==> config.mk <==
export PLATFORM = sky130hd
export DESIGN_NAME = count_compare_timer
export DESIGN_NICKNAME = d
export VERILOG_FILES = /design/src/rtl/tmr_pkg.sv /design/src/rtl/tmr_count_reg.sv /design/src/rtl/tmr_match_latch.sv /design/src/rtl/tmr_free_idx.sv /design/src/rtl/tmr_irq_route.sv /design/src/rtl/count_compare_timer.sv
export SDC_FILE = /design/constraint.sdc
export NUM_CORES = 1
export LEC_CHECK = 0
export BUFFER_PORTS_ARGS = -buffer_cell sky130_fd_sc_hd__buf_2
export CORE_ASPECT_RATIO = 1.5
export CORE_MARGIN = 5
export CORE_UTILIZATION = 50
export DETAILED_ROUTE_END_ITERATION = 12
export PLACE_DENSITY = 0.88
export REMOVE_ABC_BUFFERS = 1
export SLEW_MARGIN = 25
export SYNTH_ARGS = -nofsm -noshare
export SYNTH_HDL_FRONTEND = slang
export SYNTH_SLANG_ARGS = --single-unit
==> constraint.sdc <==
create_clock -name clk -period 2.15 [get_ports clk]
set_input_delay 0.5375 -clock clk [delete_from_list [all_inputs] [get_ports clk]]
set_output_delay 0.5375 -clock clk [all_outputs]
set_load 0.01 [all_outputs]
==> src/rtl/tmr_pkg.sv <==
package tmr_pkg;

    localparam int CNT_W       = 32;
    localparam int IDX_W       = 4;
    localparam int FREE_W      = 8;
    localparam int NUM_LINES   = 8;
    localparam int PERIPH_SRC  = 5;
    localparam int LINE_OFFSET = 2;
    localparam int TIMER_LINE  = PERIPH_SRC + LINE_OFFSET;

    localparam logic [CNT_W-1:0] COUNT_RST   = CNT_W'(1);
    localparam logic [CNT_W-1:0] COMPARE_RST = '0;

    typedef enum logic [1:0] {
        OP_IDLE    = 2'd0,
        OP_LD_CNT  = 2'd1,
        OP_LD_CMP  = 2'd2
    } reg_op_e;

    typedef struct packed {
        reg_op_e          op;
        logic [CNT_W-1:0] data;
    } reg_req_t;

    function automatic reg_req_t decode_req(input logic wr,
                                            input logic sel,
                                            input logic [CNT_W-1:0] d);
        reg_req_t r;
        r.data = d;
        if (!wr)
            r.op = OP_IDLE;
        else if (sel)
            r.op = OP_LD_CMP;
        else
            r.op = OP_LD_CNT;
        return r;
    endfunction

    function automatic logic [CNT_W-1:0] bump(input logic [CNT_W-1:0] v);
        return v + CNT_W'(1);
    endfunction

endpackage

==> src/rtl/tmr_count_reg.sv <==
module tmr_count_reg
    import tmr_pkg::*;
(
    input  logic             clk,
    input  logic             rst,
    input  logic             tick_en,
    input  reg_req_t         req,
    output logic [CNT_W-1:0] count_q,
    output logic [CNT_W-1:0] count_inc,
    output logic             inc_taken
);

    logic [CNT_W-1:0] count_d;

    always_comb begin
        count_inc = bump(count_q);
        inc_taken = 1'b0;
        count_d   = count_q;
        if (req.op == OP_LD_CNT) begin
            count_d = req.data;
        end else if (tick_en) begin
            count_d   = count_inc;
            inc_taken = 1'b1;
        end
    end

    always_ff @(posedge clk) begin
        if (rst)
            count_q <= COUNT_RST;
        else
            count_q <= count_d;
    end

    // a count write lands exactly, regardless of tick
    assert_count_load_R3: assert property (@(posedge clk) disable iff (rst)
        (!rst && req.op == OP_LD_CNT) |=> count_q == $past(req.data));

    // count holds with no tick and no count write
    assert_count_hold_R2: assert property (@(posedge clk) disable iff (rst)
        (!rst && !tick_en && req.op != OP_LD_CNT) |=> $stable(count_q));

endmodule

==> src/rtl/tmr_match_latch.sv <==
module tmr_match_latch
    import tmr_pkg::*;
(
    input  logic             clk,
    input  logic             rst,
    input  reg_req_t         req,
    input  logic [CNT_W-1:0] count_inc,
    input  logic             inc_taken,
    output logic [CNT_W-1:0] compare_q,
    output logic             irq_q
);

    logic hit;

    always_comb begin
        hit = inc_taken && (req.op != OP_LD_CMP) && (count_inc == compare_q);
    end

    always_ff @(posedge clk) begin
        if (rst) begin
            compare_q <= COMPARE_RST;
            irq_q     <= 1'b0;
        end else if (req.op == OP_LD_CMP) begin
            compare_q <= req.data;
            irq_q     <= 1'b0;
        end else if (hit) begin
            irq_q <= 1'b1;
        end
    end

    // compare write acknowledges the interrupt
    assert_cmp_clears_R6: assert property (@(posedge clk) disable iff (rst)
        (!rst && req.op == OP_LD_CMP) |=> !irq_q);

    // sticky until a compare write
    assert_irq_sticky_R5: assert property (@(posedge clk) disable iff (rst)
        (!rst && irq_q && req.op != OP_LD_CMP) |=> irq_q);

endmodule

==> src/rtl/tmr_free_idx.sv <==
module tmr_free_idx
    import tmr_pkg::*;
(
    input  logic             clk,
    input  logic             rst,
    output logic [IDX_W-1:0] idx
);

    logic [FREE_W-1:0] free_q;

    always_ff @(posedge clk) begin
        if (rst)
            free_q <= '0;
        else
            free_q <= free_q + FREE_W'(1);
    end

    assign idx = free_q[IDX_W-1:0];

    // index advances by one every clock
    assert_idx_step_R9: assert property (@(posedge clk) disable iff (rst)
        !rst |=> idx == $past(idx) + IDX_W'(1));

endmodule

==> src/rtl/tmr_irq_route.sv <==
module tmr_irq_route
    import tmr_pkg::*;
(
    input  logic                 irq_in,
    output logic [NUM_LINES-1:0] lines
);

    for (genvar g = 0; g < NUM_LINES; g++) begin : g_line
        if (g == TIMER_LINE) begin : g_tmr
            assign lines[g] = irq_in;
        end else begin : g_idle
            assign lines[g] = 1'b0;
        end
    end

    // at most one line set, and only the timer line
    always_comb begin
        assert_route_R8: assert ($onehot0(lines) && (lines[TIMER_LINE] == irq_in));
    end

endmodule

==> src/rtl/count_compare_timer.sv <==
module count_compare_timer
    import tmr_pkg::*;
(
    input  logic                 clk,
    input  logic                 rst,
    input  logic                 tick_en,
    input  logic                 reg_wr,
    input  logic                 reg_sel,
    input  logic [CNT_W-1:0]     reg_wdata,
    output logic [CNT_W-1:0]     count_rd,
    output logic                 timer_irq,
    output logic [NUM_LINES-1:0] cpu_irq_lines,
    output logic [IDX_W-1:0]     rand_idx
);

    reg_req_t         req;
    logic [CNT_W-1:0] count_inc;
    logic             inc_taken;
    logic [CNT_W-1:0] compare_q;

    assign req = decode_req(reg_wr, reg_sel, reg_wdata);

    tmr_count_reg u_count (
        .clk       (clk),
        .rst       (rst),
        .tick_en   (tick_en),
        .req       (req),
        .count_q   (count_rd),
        .count_inc (count_inc),
        .inc_taken (inc_taken)
    );

    tmr_match_latch u_match (
        .clk       (clk),
        .rst       (rst),
        .req       (req),
        .count_inc (count_inc),
        .inc_taken (inc_taken),
        .compare_q (compare_q),
        .irq_q     (timer_irq)
    );

    tmr_free_idx u_idx (
        .clk (clk),
        .rst (rst),
        .idx (rand_idx)
    );

    tmr_irq_route u_route (
        .irq_in (timer_irq),
        .lines  (cpu_irq_lines)
    );

    // a rising interrupt coincides with count sitting on compare
    assert_rise_on_match_R4: assert property (@(posedge clk) disable iff (rst)
        $rose(timer_irq) |-> count_rd == compare_q);

    // a register load never raises the interrupt
    assert_no_fire_on_load_R7: assert property (@(posedge clk) disable iff (rst)
        (!rst && reg_wr && !timer_irq) |=> !timer_irq);

endmodule

==> impl_metrics.py, run 1 <==
metrics = {
    "route": {
        "met3_length_um": 650,
        "dr.pass1.iters": 5,
        "drt-initial-drc-count": 300,
        "final_antenna_net_count": 0,
        "wl_per_cell_um": 15.7,
        "top_layer_used": "met4",
        "totalWireLength_mm": 11.1,
        "wl_met2_mm": 5.97,
        "wl_met1_mm": 4.15,
        "vias_per_cell": 5.60,
        "drc": 0,
        "num_vias": 3973,
    },
    "global_routing": {
        "grt_usage_pct": 22.4,
        "overflow": 0,
        "antenna_found_initial": 0,
        "grt_max_degree": 70,
        "grt_pass1_wl_mm": 18.3,
        "first_global_vias": 3970,
    },
    "min_path": {
        "hold_class": "primary input to flop",
    },
    "yosys": {
        "synthCells": 509,
        "synth_area_leaders": "dfxtp_1 (35%), xor2_1 (9.0%), nand2_1 (8.7%)",
        "synth_flop_cell": "dfxtp_1",
        "yosys.area.top_type": "dfxtp_1",
        "ys_warn_count": 0,
        "yosysMostFrequentCell": "nand2_1",
        "async_flop_share_pct": 0,
        "yosys.area.top_type_share_pct": 34.7,
        "synth_commonest_cells": "nand2_1 (92), dfxtp_1 (69), nor2_1 (49)",
        "yosysSeqAreaShare_pct": 34.7,
        "yosys_register_bits": 69,
        "synth_edf_count": 0,
        "avgSynthCellArea_um2": 7.81,
        "ys_types": 49,
        "syn_area_um2": 3980,
    },
    "power_and_ir_drop": {
        "cellLeakagePower_nw": 2.12,
        "p_total_w": 0.00348,
        "powerDensity_nw_per_um2": 695,
        "ir_worst_vdd_uv": 488,
    },
    "sta": {
        "slew_viol_final": 0,
        "finClkSkew_ns": 0.00667,
        "worst_slew_pin_slew_ns": 0.693,
        "setup_viol_count_final": 0,
        "hold_viol": 0,
        "clock.fmax_mhz": 481,
        "min_period_over_period_pct": 96.7,
        "grt_setup_unrepaired": "yes",
        "setup_slack_ns": 0.0705,
        "fin_tns_setup_ns": 0,
        "final.min_clock_period_ns": 2.08,
        "max-slew-margin-rel_pct": 53.8,
    },
    "job": {
        "maxCapViolCount": 0,
    },
    "place": {
        "portBuffers": 74,
        "dp.cells": 688,
        "place_ws_ns": -0.175,
        "gp_congestion": 0.918,
        "dpl.hpwl_mm": 7.98,
        "place_area_um2": 4610,
    },
    "finish": {
        "drive_gt1_share_pct": 26.5,
        "area_delta_synth_final_pct": 26.1,
        "nets": 641,
        "final_cell_area_um2": 5010,
        "diodes": 0,
        "finalNonFillerCells": 709,
    },
    "critical_path": {
        "crit_required_ns": 2.42,
        "critPathKind": "flop to flop",
        "start_kind": "flop",
        "cp.arrival_ns": 2.35,
        "crit_fanout": 10,
        "end_kind": "flop",
    },
    "clock_network": {
        "ctsHoldBuffers": 0,
        "clk_path_buf_depth": 2,
        "cts_sinks": 69,
        "cts_tree": "yes",
        "htreeDepth": 3,
        "clock_latency_ns": 0.34,
        "cts.clk_slew.worst_paths_ns": 0.06,
        "cts_buffers": 9,
        "cts_root_buf": "clkbuf_16",
    },
    "die": {
        "ios": 82,
        "die_w_um": 82.8,
        "coreArea_um2": 7710,
        "fp-row-count": 39,
        "fp.dieH_um": 119,
        "start_util_pct": 51.6,
        "dieArea_um2": 9880,
    },
    "run_status": {
        "run_status": "finished clean",
    },
}
==> worst max-delay path, cell delays in order, from the launching register on <==
cell and delay, ns:
dfxtp_1 0.43, nand2_1 0.14, nor4_4 0.36, buf_6 0.19
nand4_1 0.11, xnor2_1 0.18, a2111oi_2 0.32, nand4_1 0.14
o21ai_1 0.13
==> power by group <==
group	switching (W)	internal, W
clock	0.000562	0.000890
sequential	0.0000725	0.00136
combinational	0.000337	0.000266
total	0.000971	0.00251
==> placed cells by master, fill, tap and decap left out, drive strengths merged, types with 2 or more instances in the layout <==
master,synthesis,final
nor4,8,8
and2,4,4
nand2b,2,2
inv,5,5
mux2i,2,2
ha,2,2
a2111oi,3,3
xor2,41,41
and3,9,9
or3,8,8
a31oi,5,5
clkinv,0,5
a21oi,33,33
buf,19,122
clkbuf,27,9
nand3,17,17
a211oi,28,28
nand4,14,14
xnor2,31,31
a311oi,6,6
conb,1,7
nor3,4,4
nand2,92,92
nor2b,3,3
dfxtp,69,69
nor2,49,49
o21ai,13,13
==> registers in the layout (all words and copies together), names as in the netlist <==
register / flops
u_count.count_q: 32
u_idx.free_q: 4
u_match.compare_q: 32
u_match.irq_q: 1
==> cell families (layout without fill, tap and decap cells) <==
logic type / after synthesis / count (layout) / share of synthesized area [%]
compound gates: 94 / 94 / 15.3
xor+xnor: 72 / 72 / 15.9
fa+ha+maj: 2 / 2 / 0.629
buf+inv: 51 / 143 / 6.04
flops: 69 / 69 / 34.7
mux: 2 / 2 / 0.503
other cells: 1 / 7 / 0.0943
simple gates: 218 / 218 / 26.9
==> layout make-up <==
cell class,instances,area [um^2]
timing repair buffer,122,747
clock buffer,9,225
clock inverter,7,66.3
tap,102,128
sequential,69,1390
inverter,5,18.8
fill,654,2700
multi-input combinational,395,2440
==> timing repair <==
action	in CTS	in global routing
setup buffers	3	2
pin swaps	2	6
gates resized for setup	5	16
setup endpoints to repair	2	5
==> per-layer routing <==
| metal | vias to the layer above | track usage [%] |
|---|---|---|
| met5 | - | 0 |
| met4 | 0 | 10.2 |
| met3 | 30 | 4.83 |
| met2 | 127 | 41.6 |
| met1 | 1886 | 24.0 |
| li1 | 1930 | - |
==> through the flow <==
stage	hold WS, ns	util, %
final	0.441	65.0
after global routing	0.448	65.0
after CTS	0.433	64.1
after detailed placement	0.440	59.9
after global placement	0.422	59.9
after floorplan	0.435	-
==> path summary, 6_finish.rpt <==
kind | slack (ns) | endpoint | from | cells after the start
max | 0.07 | u_match.irq_q | u_count.count_q[3] | 8
min | 0.44 | u_match.compare_q[4] | reg_wdata[4] | 3
max reg2reg | 0.07 | u_match.irq_q | u_count.count_q[3] | 8
min reg2reg | 0.45 | u_idx.free_q[0] | u_idx.free_q[0] | 1
No activity file was read; power rests on OpenSTA's default activity.
==> inputs of run 2 (changes only) <==
- PLACE_DENSITY: 0.88 -> 0.85
- clock period: 2.15 -> 2.5 ns (I/O delays scaled with it)
==> run 2 against run 1 <==
Compared with the run above: fmax decreased by 11%; final area down 3.4%; clock skew rose by 0.0015 ns; sequential power decreased by 13%; combinational power down 22%; global-route usage increased by 0.42 points; worst setup slack improved by 0.081 ns; flip-flop and latch count stayed put; worst hold slack better by 0.011 ns; clock-buffer cell count unchanged; critical path type unchanged; largest power group unchanged.
==> impl_metrics.py, run 2 (synthesis gave the netlist of run 1 again) <==
metrics = {
    "run_status": {
        "run_status": "finished clean",
    },
    "sta": {
        "final.min_clock_period_ns": 2.35,
        "finClkSkew_ns": 0.00817,
        "fin_tns_setup_ns": 0,
        "worst_slew_pin_slew_ns": 0.725,
        "min_period_over_period_pct": 94.0,
        "grt_setup_unrepaired": "no",
        "clock.fmax_mhz": 426,
        "hold_viol": 0,
        "slew_viol_final": 0,
        "setup_viol_count_final": 0,
        "max-slew-margin-rel_pct": 51.7,
    },
    "route": {
        "wl_per_cell_um": 16.2,
        "drt-initial-drc-count": 248,
        "final_antenna_net_count": 0,
        "drc": 0,
        "vias_per_cell": 5.60,
        "dr.pass1.iters": 4,
        "num_vias": 3847,
        "totalWireLength_mm": 11.1,
    },
    "critical_path": {
        "rrSetupSlack_ns": 0.15,
        "crit_required_ns": 2.78,
        "end_kind": "flop",
        "start_kind": "flop",
        "critPathKind": "flop to flop",
        "cp.arrival_ns": 2.63,
        "crit_fanout": 11,
    },
    "finish": {
        "diodes": 0,
        "area_delta_synth_final_pct": 21.7,
        "drive_gt1_share_pct": 22.1,
        "final_cell_area_um2": 4840,
        "reg.largest.list": "u_count.count_q: 32 flops, u_match.compare_q: 32 flops, u_idx.free_q: 4 flops",
        "final_cell_mix": "nand2_1 (92), buf_2 (74), dfxtp_1 (66), nor2_1 (49), xor2_1 (41)",
        "nets": 619,
        "final_common_cell": "nand2_1",
    },
    "global_routing": {
        "antenna_found_initial": 0,
        "grt_usage_pct": 22.8,
        "first_global_vias": 3928,
        "grt_pass1_wl_mm": 18.3,
        "overflow": 0,
        "grt_max_degree": 70,
    },
    "place": {
        "dpl.hpwl_mm": 8.00,
        "gp_congestion": 0.886,
        "portBuffers": 74,
        "place_area_um2": 4490,
    },
    "job": {
        "maxCapViolCount": 0,
    },
    "power_and_ir_drop": {
        "switching_share_pct": 26.6,
        "cellLeakagePower_nw": 2.01,
        "seqPwrFrac_pct": 38.7,
        "switching_power_w": 0.000849,
        "powerDensity_nw_per_um2": 660,
        "p_int_w": 0.00235,
        "ir_worst_vdd_uv": 488,
        "clkPwrFrac_pct": 46.7,
        "power_frac_comb_pct": 14.6,
    },
    "die": {
        "fp-row-count": 39,
        "start_util_pct": 51.6,
        "dieArea_um2": 9880,
        "die_w_um": 82.8,
        "ios": 82,
        "coreArea_um2": 7710,
        "fp.dieH_um": 119,
    },
    "clock_network": {
        "cts_root_buf": "clkbuf_16",
        "cts_buffers": 9,
        "cts_sinks": 69,
        "htreeDepth": 3,
        "cts.clk_slew.worst_paths_ns": 0.06,
        "clock_latency_ns": 0.35,
        "cts_tree": "yes",
        "clk_path_buf_depth": 2,
    },
    "min_path": {
        "hold_class": "flop to flop",
    },
}
## run 2: layout make-up
class,count,area (um^2)
clock buffer,9,225
clock inverter,7,123
fill,701,2870
inverter,5,18.8
multi-input combinational,395,2380
sequential,69,1390
tap,102,128
timing repair buffer,100,582
## run 2: final timing paths
check,start,cells past startpoint,to
worst max-delay path,u_count.count_q[0],9,u_match.irq_q
worst min-delay path,u_idx.free_q[0],1,u_idx.free_q[0]
worst max register to register,u_count.count_q[0],9,u_match.irq_q
worst min register to register,u_idx.free_q[0],1,u_idx.free_q[0]
## run 2: routing by layer
metal	vias up	GRT usage, %	wire length [um]
li1	1879	-	-
met1	1809	24.0	4110
met2	134	41.2	6040
met3	25	6.70	642
met4	0	11.2	315
met5	-	0	0
## run 2: what timing repair did
item | CTS | global route
hold buffers | 0 | 0
gates resized for setup | 0 | 4
hold endpoints to repair | 0 | 0
setup buffers | 0 | 0
endpoints found under the setup margin | 0 | 1
## run 2: through the flow
step                power, W  std cells  hold slack (ns)  utilization [%]  setup slack (ns)
floorplan            0.00152        469            0.435                -            0.0260
global placement     0.00171        671            0.423             58.2             0.165
detailed placement   0.00172        671            0.444             58.2             0.121
CTS                  0.00321        687            0.458             62.7            0.0734
global route         0.00333        687            0.486             62.8           0.00644
finish               0.00320        687            0.452             62.8             0.151
## run 2: worst max-delay path: stages, from the launching register on
cell and delay [ns]:
dfxtp_1 0.34, buf_4 0.16, nand3_4 0.13, nor4_4 0.34, buf_6 0.20, nand2_1 0.09, or4b_1 0.46, a31oi_1 0.24
o211ai_1 0.17, o21ai_1 0.15
## run 2: power groups by stage
stage	logic [W]	clock network, W	registers [W]
after detailed placement	0.000466	0	0.00126
after global routing	0.000514	0.00157	0.00125
after global placement	0.000454	0	0.00125
after floorplan	0.000238	0	0.00128
final	0.000468	0.00149	0.00124
after CTS	0.000470	0.00151	0.00123
==> inputs of run 3 (changes only) <==
- ABC_AREA: not set -> 0
- CORE_MARGIN: 5 -> 4
==> run 3 against run 2 <==
Compared with the run above: die area fell by 4.1%; global-route usage rose by 1.4 points; via count rose by 0.18%; clock power fell by 17%; wire length fell by 1.0%; register-to-register slack improved by 0.14 ns; fmax rose by 6.5%; first-iteration DRC count fell by 9.3%; total power fell by 7.7%; utilization fell by 0.68 points; critical path type unchanged; largest cell class unchanged; largest power group is now sequential cells.
==> impl_metrics.py, run 3 (synthesis gave the netlist of run 1 again) <==
metrics = {
    "clock_network": {
        "cts_buffers": 9,
        "cts_tree": "yes",
        "cts_root_buf": "clkbuf_16",
        "postCtsSetupBuffers": 0,
        "ctsHoldBuffers": 0,
        "clk_path_buf_depth": 2,
        "cts_sinks": 69,
        "cts.clk_slew.worst_paths_ns": 0.05,
        "ctsResizeCount": 0,
        "clock_latency_ns": 0.33,
        "htreeDepth": 3,
    },
    "critical_path": {
        "end_kind": "flop",
        "critPathMaxStageDelay_ns": 0.48,
        "start_kind": "flop",
        "critPathKind": "flop to flop",
        "cp_common_cell": "buf_4",
        "crit_fanout": 9,
        "crit_required_ns": 2.77,
        "path_cells": "nand3_2 > nor4_4 > buf_4 > buf_4 > nand4b_1 > a2111oi_0 > nand4_1 > o21ai_1",
        "cp.arrival_ns": 2.47,
        "cp_slowest_cell": "dfxtp_1",
    },
    "sta": {
        "clock.fmax_mhz": 453,
        "final.min_clock_period_ns": 2.21,
        "worst_slew_pin_slew_ns": 0.719,
        "hold_viol": 0,
        "slew_viol_final": 0,
        "fin_tns_setup_ns": 0,
        "max-slew-margin-rel_pct": 52.1,
        "setup_viol_count_final": 0,
        "finClkSkew_ns": 0.00458,
        "grt_setup_unrepaired": "no",
        "min_period_over_period_pct": 88.3,
    },
    "place": {
        "dp.cells": 670,
        "dpl.hpwl_mm": 7.94,
        "portBuffers": 74,
        "place_area_um2": 4480,
        "gp_congestion": 0.888,
    },
    "power_and_ir_drop": {
        "powerDensity_nw_per_um2": 616,
        "ir_worst_vdd_uv": 467,
        "cellLeakagePower_nw": 2.00,
    },
    "route": {
        "met3_length_um": 542,
        "num_vias": 3854,
        "wl_met2_mm": 5.89,
        "vias_per_cell": 5.62,
        "drc": 0,
        "dr.pass1.iters": 5,
        "totalWireLength_mm": 11.0,
        "drt-initial-drc-count": 225,
        "final_antenna_net_count": 0,
        "wl_met1_mm": 4.25,
        "top_layer_used": "met4",
        "wl_per_cell_um": 16.0,
    },
    "die": {
        "fp.dieH_um": 117,
        "ios": 82,
        "die_w_um": 80.8,
        "start_util_pct": 51.6,
        "fp-row-count": 39,
        "coreArea_um2": 7710,
        "dieArea_um2": 9480,
    },
    "finish": {
        "fin_util_pct": 62.1,
        "nets": 621,
        "reg.largest.list": "u_count.count_q: 32 flops, u_match.compare_q: 32 flops, u_idx.free_q: 4 flops",
        "final_cell_area_um2": 4790,
        "diodes": 0,
        "drive_gt1_share_pct": 21.4,
        "area_delta_synth_final_pct": 20.4,
        "final_common_cell": "nand2_1",
        "final_cell_mix": "nand2_1 (92), buf_2 (74), dfxtp_1 (69), nor2_1 (49), xor2_1 (41)",
        "finalNonFillerCells": 686,
    },
    "global_routing": {
        "first_global_vias": 3727,
        "grt_usage_pct": 24.2,
        "grt_max_degree": 70,
        "grt_pass1_wl_mm": 17.7,
        "overflow": 0,
        "antenna_found_initial": 0,
    },
    "run_status": {
        "run_status": "finished clean",
    },
    "min_path": {
        "hold_class": "flop to flop",
    },
    "job": {
        "maxCapViolCount": 0,
    },
}
## run 3: changes by cell type in the layout (fill, tap and decap cells not counted), moves of 2 or more
| cell | delta |
|---|---|
| clkbuf_8 | +2 |
| dfxtp_2 | -3 |
| dfxtp_1 | +3 |
| bufinv_16 | -2 |
| buf_4 | +3 |
| clkinvlp_4 | -2 |
## run 3: final cells by class
cell class / instances / area (um^2)
Fill cell: 726 / 2920
Tap cell: 102 / 128
Clock buffer: 11 / 253
Clock inverter: 2 / 35.0
Multi-Input combinational cell: 395 / 2380
Timing Repair Buffer: 102 / 593
Inverter: 5 / 18.8
Sequential cell: 69 / 1380
## run 3: power by group
| part | switching [W] | internal [W] |
|---|---|---|
| clock | 0.000438 | 0.000807 |
| sequential | 0.0000704 | 0.00117 |
| combinational | 0.000266 | 0.000205 |
| total | 0.000775 | 0.00218 |
## run 3: metal layers
| layer | GRT usage (%) | vias up |
|---|---|---|
| met5 | 0 | - |
| met4 | 12.0 | 0 |
| met3 | 5.51 | 30 |
| met2 | 43.9 | 129 |
| met1 | 26.1 | 1813 |
| li1 | - | 1882 |
## run 3: worst paths after layout
kind / start / end / slack, ns / cells after the start
hold / removal: u_idx.free_q[0] / u_idx.free_q[0] / 0.45 / 1
setup reg to reg: u_count.count_q[2] / u_match.irq_q / 0.29 / 8
hold reg to reg: u_idx.free_q[0] / u_idx.free_q[0] / 0.45 / 1
setup / recovery: u_count.count_q[2] / u_match.irq_q / 0.29 / 8
## run 3: stage by stage
step	hold WS, ns	power, W	setup WS [ns]
finish	0.449	0.00295	0.294
global route	0.467	0.00307	0.130
CTS	0.456	0.00298	0.0918
detailed placement	0.444	0.00172	0.135
global placement	0.422	0.00171	0.192
floorplan	0.435	0.00152	0.0260
## run 3: worst max-delay path, delay by kind of cell, from the launching register on
kind / cells / cell delay [ns]
buffers and inverters: 2 / 0.34
flip-flops: 1 / 0.48
AO/OA/AOI/OAI: 2 / 0.60
AND/OR/NAND/NOR: 4 / 0.71
